[config.mk]
export PLATFORM = sky130hd
export DESIGN_NAME = hold_rr_arbiter
export DESIGN_NICKNAME = d
export VERILOG_FILES = /design/src/rtl/hrr_pkg.sv /design/src/rtl/hrr_rotate.sv /design/src/rtl/hrr_fixed_pick.sv /design/src/rtl/hrr_onehot_enc.sv /design/src/rtl/hold_rr_arbiter.sv
export SDC_FILE = /design/constraint.sdc
export NUM_CORES = 1
export LEC_CHECK = 0
export ABC_AREA = 1
export BUFFER_PORTS_ARGS = -buffer_cell sky130_fd_sc_hd__buf_2
export CORE_ASPECT_RATIO = 1.25
export CORE_UTILIZATION = 50
export DETAILED_ROUTE_END_ITERATION = 12
export PLACE_DENSITY = 0.79
export SYNTH_ARGS = -nofsm -noshare
export SYNTH_HDL_FRONTEND = slang
export SYNTH_HIERARCHICAL = 1
export SYNTH_SLANG_ARGS = --single-unit
[constraint.sdc]
create_clock -name clk_i -period 3.9 [get_ports clk_i]
set_clock_uncertainty 0.2 [all_clocks]
set_input_delay 0.39 -clock clk_i [delete_from_list [all_inputs] [get_ports clk_i]]
set_output_delay 0.39 -clock clk_i [all_outputs]
set_load 0.05 [all_outputs]
[src/rtl/hrr_pkg.sv]
package hrr_pkg;

    // Width of a pointer that must address n positions (at least one bit).
    function automatic int unsigned ptr_width(input int unsigned n);
        return (n > 1) ? $clog2(n) : 1;
    endfunction

    // Circular position a + b within a ring of n slots.
    function automatic int unsigned ring_add(input int unsigned a, input int unsigned b,
                                             input int unsigned n);
        return (a + b) % n;
    endfunction

    // Circular position a - b within a ring of n slots (b < n).
    function automatic int unsigned ring_sub(input int unsigned a, input int unsigned b,
                                             input int unsigned n);
        return (a + n - b) % n;
    endfunction

endpackage

[src/rtl/hrr_rotate.sv]
// Circular rotation by a run-time amount that may be any value 0..N-1.
// UNDO = 0 : out[i] = in[(i + amt) mod N]   (pointer slot moves to bit 0)
// UNDO = 1 : out[i] = in[(i - amt) mod N]   (bit 0 moves back to pointer slot)
module hrr_rotate #(
    parameter int unsigned N    = 9,
    parameter int unsigned PW   = 4,
    parameter bit          UNDO = 1'b0
) (
    input  logic [PW-1:0] amt_i,
    input  logic [N-1:0]  vec_i,
    output logic [N-1:0]  vec_o
);
    import hrr_pkg::*;

    generate
        if (UNDO) begin : g_undo
            always_comb begin
                vec_o = '0;
                for (int k = 0; k < N; k++) begin
                    if (amt_i == PW'(k)) begin
                        for (int i = 0; i < N; i++) begin
                            vec_o[i] = vec_i[ring_sub(i, k, N)];
                        end
                    end
                end
            end
        end else begin : g_fwd
            always_comb begin
                vec_o = '0;
                for (int k = 0; k < N; k++) begin
                    if (amt_i == PW'(k)) begin
                        for (int i = 0; i < N; i++) begin
                            vec_o[i] = vec_i[ring_add(i, k, N)];
                        end
                    end
                end
            end
        end
    endgenerate

endmodule

[src/rtl/hrr_fixed_pick.sv]
// Fixed-priority pick: lowest set bit wins.
module hrr_fixed_pick #(
    parameter int unsigned N = 9
) (
    input  logic [N-1:0] req_i,
    output logic [N-1:0] gnt_o
);
    logic [N:0] seen;

    assign seen[0] = 1'b0;

    generate
        for (genvar i = 0; i < N; i++) begin : g_bit
            assign gnt_o[i]   = req_i[i] & ~seen[i];
            assign seen[i+1]  = seen[i] | req_i[i];
        end
    endgenerate

endmodule

[src/rtl/hrr_onehot_enc.sv]
// One-hot to index encoder, with a flag for "some bit set".
module hrr_onehot_enc #(
    parameter int unsigned N  = 9,
    parameter int unsigned PW = 4
) (
    input  logic [N-1:0]  onehot_i,
    output logic [PW-1:0] idx_o,
    output logic          any_o
);
    always_comb begin
        idx_o = '0;
        for (int i = 0; i < N; i++) begin
            if (onehot_i[i]) begin
                idx_o = idx_o | PW'(i);
            end
        end
    end

    assign any_o = |onehot_i;

endmodule

[src/rtl/hold_rr_arbiter.sv]
module hold_rr_arbiter #(
    parameter int unsigned N = 9
) (
    input  logic         clk_i,
    input  logic         rst_ni,
    input  logic [N-1:0] req_i,
    output logic [N-1:0] gnt_o
);
    localparam int unsigned PW = hrr_pkg::ptr_width(N);

    typedef struct packed {
        logic [PW-1:0] ptr;
    } state_t;

    state_t        st_d, st_q;
    logic [PW-1:0] ptr_q;
    logic [N-1:0]  req_rot;
    logic [N-1:0]  gnt_rot;
    logic [PW-1:0] gnt_idx;
    logic          gnt_any;

    assign ptr_q = st_q.ptr;

    // Put the pointer slot at bit 0.
    hrr_rotate #(.N(N), .PW(PW), .UNDO(1'b0)) u_rot_fwd (
        .amt_i (ptr_q),
        .vec_i (req_i),
        .vec_o (req_rot)
    );

    hrr_fixed_pick #(.N(N)) u_pick (
        .req_i (req_rot),
        .gnt_o (gnt_rot)
    );

    // Return the winner to its own position.
    hrr_rotate #(.N(N), .PW(PW), .UNDO(1'b1)) u_rot_back (
        .amt_i (ptr_q),
        .vec_i (gnt_rot),
        .vec_o (gnt_o)
    );

    hrr_onehot_enc #(.N(N), .PW(PW)) u_enc (
        .onehot_i (gnt_o),
        .idx_o    (gnt_idx),
        .any_o    (gnt_any)
    );

    // Pointer follows the grantee; a held request keeps it in place,
    // a release lets the search continue past it; idle clears it.
    always_comb begin
        st_d = st_q;
        if (gnt_any) begin
            st_d.ptr = gnt_idx;
        end else begin
            st_d.ptr = '0;
        end
    end

    always_ff @(posedge clk_i) begin
        if (!rst_ni) begin
            st_q <= '0;
        end else begin
            st_q <= st_d;
        end
    end

endmodule

======== After elaboration in Yosys (flattened, before gate mapping) ========
Cells that the tools add are included.
operators by class
  equality and inequality tests ........... 8
  bitwise operators ....................... 23
  reduce and logical (&&, ||, !) cells .... 3
  mux-type cells .......................... 26
operators by type and width
  operator                                                          number
  9-bit two-way mux                                                 18
  4-bit by 3-bit == test with 1-bit output (second input constant)  4
  3-bit two-way mux                                                 4
  9-bit OR reduction                                                1
  1-bit AND                                                         8
  4-bit by 2-bit == test with 1-bit output (second input constant)  2
  1-bit NOT                                                         8
  1-bit bitwise OR                                                  7
  4-bit by 1-bit == test with 1-bit output (second input constant)  1
  4-bit == test (second input constant)                             1
  4-bit logical NOT                                                 1
  2-bit two-way mux                                                 2
  4-bit two-way mux                                                 1
  2-bit AND reduction                                               1
  1-bit two-way mux                                                 1
word-level totals
  register bits after elaboration ......... 4
  bits of input ports ..................... 11
  output and inout port bits .............. 9
  logic and storage cells ................. 61

======== Longest topological paths before layout ========
Gate-level depths: netlist of run 1.
  word-level depth ........................ 36
  gate-level depth with buffers ........... 26
  gate-level depth less buffers ........... 25

======== Hierarchy ========
Netlist of run 1, hierarchy kept.
modules (own cells, without submodules)
  module                   cells an instance  sequential area each (um^2)  times used  area each (um^2)
  hrr_rotate (u_rot_fwd)   184                0.0                          1           825.8
  hrr_rotate (u_rot_back)  178                0.0                          1           809.5
  hold_rr_arbiter          13                 80.1                         1           116.4
  hrr_fixed_pick           21                 0.0                          1           107.6
  hrr_onehot_enc           20                 0.0                          1           87.6

======== Least setup slack after synthesis of run 1 ========
Ideal clock, no wire load.
  path kind ............................... reg-to-reg
  from .................................... register st_q, in the netlist ptr_q[1]
  to ...................................... register st_q, in the netlist ptr_q[1]
  arrival ................................. 3412 ps
  setup slack ............................. 224 ps
  cell stages (with the launch flop) ...... 24
  setup time .............................. 64 ps
  data required time ...................... 3636 ps
  clock period less this slack ............ 3676 ps
  buffers on the path ..................... 1
  cell sequence ........................... dfxtp_1 > nor2_1 > buf_4 > nand2_2 > inv_2 > nand2_1 > nand4_1 > nand2_1 > nand3_1 > nor2_2 > nand3_2 > nor4_1 > inv_1 > nor2_1 > nor2_1 > nand3_1 > nand2_1 > nand4_1 > nor2_1 > nand2_1 > nor2_1 > nand2_1 > nand2_2 > nor2_1
between the ends
  elaborated cells on any way between the ends .. 59
  classes of those cells .................. 8 x eq/ne; 25 x mux; 23 x bitwise; 3 x reduce/logical
RTL lines
  what                                 line                   text
  from (decl)                          hold_rr_arbiter.sv:15  state_t st_d, st_q;
  from (signal assigned)               hold_rr_arbiter.sv:64  st_q <= st_d;
  4-bit logical NOT                    hrr_rotate.sv:31       if (amt_i == PW'(k)) begin
  9-bit two-way mux (8 in series)      hrr_rotate.sv:31
  9-bit two-way mux (*)                hrr_rotate.sv:31
  named net req_rot[1]                 hold_rr_arbiter.sv:17  logic [N-1:0] req_rot;
  1-bit bitwise OR (*) (5 in series)   hrr_fixed_pick.sv:15   assign seen[i+1] = seen[i] | req_i[i];
  1-bit NOT (*)                        hrr_fixed_pick.sv:14   assign gnt_o[i] = req_i[i] & ~seen[i];
  1-bit AND (*)                        hrr_fixed_pick.sv:14
  named net gnt_rot[6]                 hold_rr_arbiter.sv:18  logic [N-1:0] gnt_rot;
  9-bit two-way mux (*) (5 in series)  hrr_rotate.sv:20       if (amt_i == PW'(k)) begin
  named net gnt_o[1]                   hold_rr_arbiter.sv:7   output logic [N-1:0] gnt_o
  9-bit OR reduction (*)               hrr_onehot_enc.sv:19   assign any_o = |onehot_i;
  named net gnt_any                    hold_rr_arbiter.sv:20  logic gnt_any;
  2-bit AND reduction (no line) (*)    n/a
The timed path passes the listed nets; every way through them passes the cells marked *.
A chain may end at the register's enable or synchronous reset.

======== Final worst setup path of run 1 ========
  from .................................... register st_q, in the netlist ptr_q[0]
  to ...................................... output gnt_o[0]
between the ends
  elaborated cells on any way between the ends .. 50
  classes of those cells .................. 8 x eq/ne; 18 x mux; 23 x bitwise; 1 x reduce/logical
RTL lines
  what                                 line
  4-bit logical NOT                    hrr_rotate.sv:31
  9-bit two-way mux (8 in series)      hrr_rotate.sv:31
  9-bit two-way mux (*)                hrr_rotate.sv:31
  named net req_rot[2]                 hold_rr_arbiter.sv:17
  1-bit bitwise OR (*) (5 in series)   hrr_fixed_pick.sv:15
  1-bit NOT (*)                        hrr_fixed_pick.sv:14
  1-bit AND (*)                        hrr_fixed_pick.sv:14
  named net gnt_rot[7]                 hold_rr_arbiter.sv:18
  9-bit two-way mux (*) (7 in series)  hrr_rotate.sv:20
  to (decl)                            hold_rr_arbiter.sv:7
Marks and branches as above.

==> results of run 1 <==
==> stage by stage <==
step / setup WS (ns) / hold slack (ns) / instances / setup TNS, ns / power [mW]
6_report: 0.2133 / 0.2454 / 471 / 0 / 0.9391
4_1_cts: 0.08371 / 0.2428 / 471 / 0 / 0.9105
3_5_place_dp: 0.3286 / 0.4656 / 468 / 0 / 0.8202
5_1_grt: -0.006250 / 0.2458 / 471 / -0.009574 / 1.019
3_3_place_gp: 0.3785 / 0.4517 / 468 / 0 / 0.8108
2_1_floorplan: 0.2238 / 0.3420 / 416 / 0 / 0.6657
==> kinds of logic after synthesis <==
group | after synthesis | share of synthesized area
AOI/OAI and AO/OA | 11 | 0.02957
and+or+nand+nor | 314 | 0.7397
buffers and inverters | 87 | 0.1896
DFF | 4 | 0.04113
==> power by group through the flow <==
stage | combinational (mW) | sequential (mW) | clock [mW]
final | 0.794 | 0.0613 | 0.0843
after global routing | 0.865 | 0.0624 | 0.0910
after CTS | 0.764 | 0.0593 | 0.0875
after detailed placement | 0.760 | 0.0599 | 0
after global placement | 0.752 | 0.0588 | 0
after floorplan | 0.597 | 0.0685 | 0
==> routing by layer <==
metal  vias up  part of all wire  GRT usage
met5         -                 0          0
met4         0             0.015     0.1085
met3        12             0.072    0.02166
met2       134              0.52     0.5453
met1      1135              0.39     0.3297
li1       1324                 -          -
==> final cells by class <==
type	instances	share of cell area
tap	40	0.02312
multi-input combinational	325	0.7035
timing repair buffer	35	0.1040
clock buffer	3	0.01908
inverter	64	0.1121
sequential	4	0.03815
==> layout by cell type (no fill, tap or decap), drive strengths merged <==
master    n
a21o      1
a21oi     8
buf      32
clkbuf    6
clkinv    2
dfxtp     4
inv      62
nand2   138
nand3    67
nand4    19
nor2     82
nor3      6
nor4      2
o21ai     2
==> path summary, 6_finish.rpt <==
| check | from | to | slack [ns] |
|---|---|---|---|
| max | ptr_q[0] | gnt_o[0] | 0.21 |
| min | rst_ni | ptr_q[2] | 0.25 |
| max reg2reg | ptr_q[0] | ptr_q[3] | 0.61 |
| min reg2reg | ptr_q[3] | ptr_q[1] | 0.76 |
==> critical path, cell delays in order (launching register included) <==
cell	delay, ns
dfxtp_1	0.45
buf_4	0.20
nand2_1	0.07
nor2_2	0.28
buf_4	0.22
nand2_1	0.06
nand2_1	0.06
nand2_1	0.06
inv_1	0.10
nand3_2	0.12
nor2_2	0.11
nand3_2	0.09
nor2_2	0.23
inv_1	0.13
nor2_1	0.12
nor2_1	0.06
nand3_1	0.06
nand2_1	0.07
nand4_1	0.11
clkbuf_4	0.25
==> repair_timing <==
action	4_1_cts	5_1_grt
gates resized for setup	0	14
endpoints found under the setup margin	0	9
buffers inserted	0	0
==> impl_results.md, run 1 <==
- Status: finished with violations
- Failing checks: design-rule violations
- Fin crit period: 3.687 ns
- Slew @ Worst Pin: 0.7911 ns
- Syn. warnings: 6
- Detail Placement HPWL: 4.499 mm
- CP arrival: 3.10 ns
- Clk buf depth: 2
- Final ANT Viol Nets: 0
- PD cells: 433.9 mW/mm2
- Vias: 2605
- Share of the synthesized area in the top cell type: 0.2545
- Die Footprint: 0.004149 mm2
- Net switching power: 596.6 uW
- FMAX: 0.2712 GHz
- Sw frac: 0.6353
- Slew margin rel.: 0.4720
- Cts bufs inserted: 3
- Syn_nets: 427
- Syn-to-layout area delta: 11.18%
- Remaining global-route overflow: 0
- Multi-input logic area: 0.001523 mm2
- Mean post-synth cell area: 4.680 um2
- First-pass GRT wire length: 9.646 mm
- Clk Latency, worst-skew pair: 0.21 ns
- FFs w/ async S/R, synth: 0
- Util after Layout: 0.5767
- CTS tree: built
- # setup viols final: 0
- DRC Markers: 1
- MaxCap Viol Count: 0
- GP Congestion: 0.9597
- Clock sink count: 4
- Fin nets: 444
- Design Area, Final: 0.002165 mm2
- Initial Util: 0.5187
- # hold bufs at CTS: 0
- Synth top cells by count: nand2_1, nor2_1, nand3_1, inv_1, nand4_1
- Via density: 5.531
- Iteration-0 DRC Markers: 367
- Crit end category: primary output
- WL final: 6.093 mm
- Largest register FFs: 4
- Die height: 71.77 um
- Drt pass-1 iters: 9
- Synth cell types: 24
- Synth top area cells: nand2_1, nand3_1, nor2_1
- I/O Buffers: 19
- Setup crit start kind: flop
- Flip-flop and latch area: 82.58 um2
- Sequential share of power: 0.065
- Top FF cell, synth: dfxtp_1
- WL per Instance: 12.94 um
- Clock transition at path regs: 0.03 ns
- Core ar.: 0.003754 mm2
- N_diodes: 0
- CP Max Fanout: 8
- Tcrit/Tclk final: 0.9453
- Synth Cell Area: 0.001947 mm2
- Top-count cell post-synth: nand2_1
- Layout cell share with drive strength beyond 1: 0.1995
- HP Class: in -> reg
- Largest net degree at the start of global routing: 22
- Leak: 1.067 nW
- Clock root buffer: clkbuf_8
- Post-synth EDFFs: 0
- Yosys reg bits: 4
- Width of the die: 57.81 um
- Initial antenna violation count: 0
- Hold Vio Cnt, Final: 0
- Sequential fraction of the synthesis area: 0.04113
- Filler cell count: 398
- Rows: 25
- Post-Syn Instances: 416
- Vias in the first global route: 2228
- Slew Viols, Final: 0
- Ports: 20
- Placed inst area: 0.002086 mm2
- Peak supply drop: 336.2 uV
- Clock network power share: 0.090
- FF-to-FF path depth: 24
- Int Power: 342.5 uW
- Cell count of the worst hold path: 3
- Comb power frac: 0.845
- CP Class: reg -> out
- GRT Overall Usage: 0.2888
- WP data required: 3.31 ns
- Synth area leader: nand2_1
- Clock H-tree levels: 1
Power figures use the tool's default switching activity.
==> run 2, diff against run 1 <==
REMOVE_ABC_BUFFERS = 1   (was not set)
TNS_END_PERCENT = 1   (was not set)
==> run 2 against run 1 <==
  * The flow still finishes with violations (design-rule violations)
  * Sequential cell count is the same
  * Non-clock buffer count shrank 1
  * Sequential share of layout area shrank 0.060 points
  * Critical path depth grew 1
  * Final cell count shrank 0.21%
  * Power grew 0.43%
==> impl_results.md, run 2 (synthesis gave the netlist of run 1 again) <==
- Comb power frac: 0.839 (-0.006)
- FMAX: 0.2722 GHz (+0.35%)
- PD cells: 435.5 mW/mm2 (+0.37%)
- Status: finished with violations
- Failing checks: design-rule violations
- Clock sink count: 4 (unchanged)
- Syn-to-layout area delta: 11.25% (about the same)
- Hold Vio Cnt, Final: 0 (unchanged)
- Flip-flop and latch area: 81.33 um2 (-1.5%)
- Slew @ Worst Pin: 0.7474 ns (-0.04369 ns)
- Clock root buffer: clkbuf_8
- Leak: 1.064 nW (-0.24%)
- Non-Filler Instances: 470 (-0.21%)
- Initial antenna violation count: 0 (unchanged)
- CP arrival: 3.08 ns (-0.02 ns)
- I/O Buffers: 19 (unchanged)
- Placed insts: 467 (-0.21%)
- Initial Util: 0.5187 (unchanged)
- Filler cell count: 409 (+2.8%)
- # hold bufs at CTS: 0 (unchanged)
- Vias in the first global route: 2292 (+2.9%)
- WP data required: 3.31 ns (about the same)
- DRC Markers: 3 (+2)
- Final TNS setup: 0 ns (unchanged)
- HP Class: in -> reg
- Design Area, Final: 0.002166 mm2 (about the same)
- Fin nets: 443 (-0.23%)
- CTS resizes: 0 (unchanged)
- Cts bufs inserted: 3 (unchanged)
- CP Max Fanout: 8 (unchanged)
- Clock network power share: 0.093 (+0.003)
- MaxCap Viol Count: 0 (unchanged)
- GP Congestion: 1.020 (+6.3%)
- Tot Pwr: 943.2 uW (+0.43%)
- Post-CTS setup buffer count: 0 (unchanged)
- CTS tree: built
- N_diodes: 0 (unchanged)
- Largest register FFs: 4 (unchanged)
- Fin crit period: 3.674 ns (-0.01271 ns)
- Worst slack at placement: 0.2993 ns (-0.02930 ns)
- # setup viols final: 0 (unchanged)
- Clk buf depth: 2 (unchanged)
- WL final: 6.006 mm (-1.4%)
- Die Footprint: 0.004149 mm2 (unchanged)
- Die height: 71.77 um (unchanged)
- Largest net degree at the start of global routing: 22 (unchanged)
- Detail Placement HPWL: 4.554 mm (+1.2%)
- Drt pass-1 iters: 9 (unchanged)
- Rows: 25 (unchanged)
- Multi-input logic area: 0.001525 mm2 (+0.16%)
- Clk Latency, worst-skew pair: 0.22 ns (about the same)
- CP Class: reg -> out
- Final ANT Viol Nets: 0 (unchanged)
- Slew margin rel.: 0.5012 (+0.02916)
- Iteration-0 DRC Markers: 239 (-35%)
- Most frequent cells in the layout: nand2_1, nor2_1, nand3_1
- Tcrit/Tclk final: 0.9420 (-0.003260)
- First-pass GRT wire length: 9.894 mm (+2.6%)
- Slew Viols, Final: 0 (unchanged)
- Clock H-tree levels: 1 (unchanged)
- Width of the die: 57.81 um (unchanged)
- Sequential share of power: 0.068 (+0.003)
- Remaining global-route overflow: 0 (unchanged)
- Net switching power: 598.6 uW (+0.34%)
- Peak supply drop: 348.1 uV (+3.5%)
- WL per Instance: 12.78 um (-1.2%)
- Setup WS post-layout: 0.2260 ns (+0.01271 ns)
- Crit end category: primary output
- Int Power: 344.5 uW (+0.58%)
- Via density: 5.562 (+0.56%)
- GRT Overall Usage: 0.2988 (+0.009959)
- Vias: 2614 (+0.35%)
- Clock transition at path regs: 0.03 ns (about the same)
- Setup crit start kind: flop
- Sw frac: 0.6347 (about the same)
- Layout cell share with drive strength beyond 1: 0.1930 (-0.006513)
- Ports: 20 (unchanged)
- Placed inst area: 0.002078 mm2 (-0.36%)
- Commonest non-fill, non-tap cell in the layout: nand2_1
- Core ar.: 0.003754 mm2 (unchanged)
[run 2: path summary, 6_finish.rpt]
check             startpoint       end  slack (ns)  cells past startpoint
setup / recovery    ptr_q[0]  gnt_o[5]        0.23                     20
hold reg to reg     ptr_q[3]  ptr_q[0]        0.81                      8
setup reg to reg    ptr_q[0]  ptr_q[2]        0.51                     25
hold / removal        rst_ni  ptr_q[0]        0.23                      3
[run 2: routing by layer]
metal  part of all wire  track usage  vias to the layer above
met5                  0            0                        -
met4              0.039       0.1508                        0
met3              0.070      0.01625                       27
met2               0.51       0.5670                      131
met1               0.38       0.3264                     1137
li1                   -            -                     1319
[run 2: per-stage QoR]
stage / hold WS (ns) / utilization
2_1_floorplan: 0.3420 / -
3_3_place_gp: 0.4544 / 0.5537
3_5_place_dp: 0.4579 / 0.5537
4_1_cts: 0.2321 / 0.5647
5_1_grt: 0.2537 / 0.5770
6_report: 0.2321 / 0.5770
[run 2: final cells by class]
type	instances	share of cell area
Clock buffer	3	0.01906
Inverter	64	0.1121
Multi-Input combinational cell	325	0.7042
Sequential cell	4	0.03755
Tap cell	40	0.02311
Timing Repair Buffer	34	0.1040
[run 2: critical path, cell delays in order (launching register included)]
cell,delay (ns)
dfxtp_1,0.50
buf_4,0.20
inv_2,0.05
nor2_2,0.17
buf_4,0.19
nand3_1,0.08
nand2_1,0.07
inv_1,0.04
nand4_1,0.10
nand2_1,0.07
nand3_1,0.14
buf_4,0.18
nor4_1,0.06
buf_4,0.18
inv_1,0.07
nor2_1,0.04
nor2_1,0.19
nand3_1,0.11
nand2_1,0.07
nand4_1,0.09
clkbuf_4,0.23
[run 2: power groups by stage]
| stage | Combinational, mW | Sequential, mW | Clock (mW) |
|---|---|---|---|
| 4_1_cts | 0.759 | 0.0629 | 0.0901 |
| 2_1_floorplan | 0.553 | 0.0685 | 0 |
| 6_report | 0.791 | 0.0643 | 0.0876 |
| 5_1_grt | 0.867 | 0.0656 | 0.0924 |
| 3_5_place_dp | 0.757 | 0.0635 | 0 |
| 3_3_place_gp | 0.749 | 0.0620 | 0 |
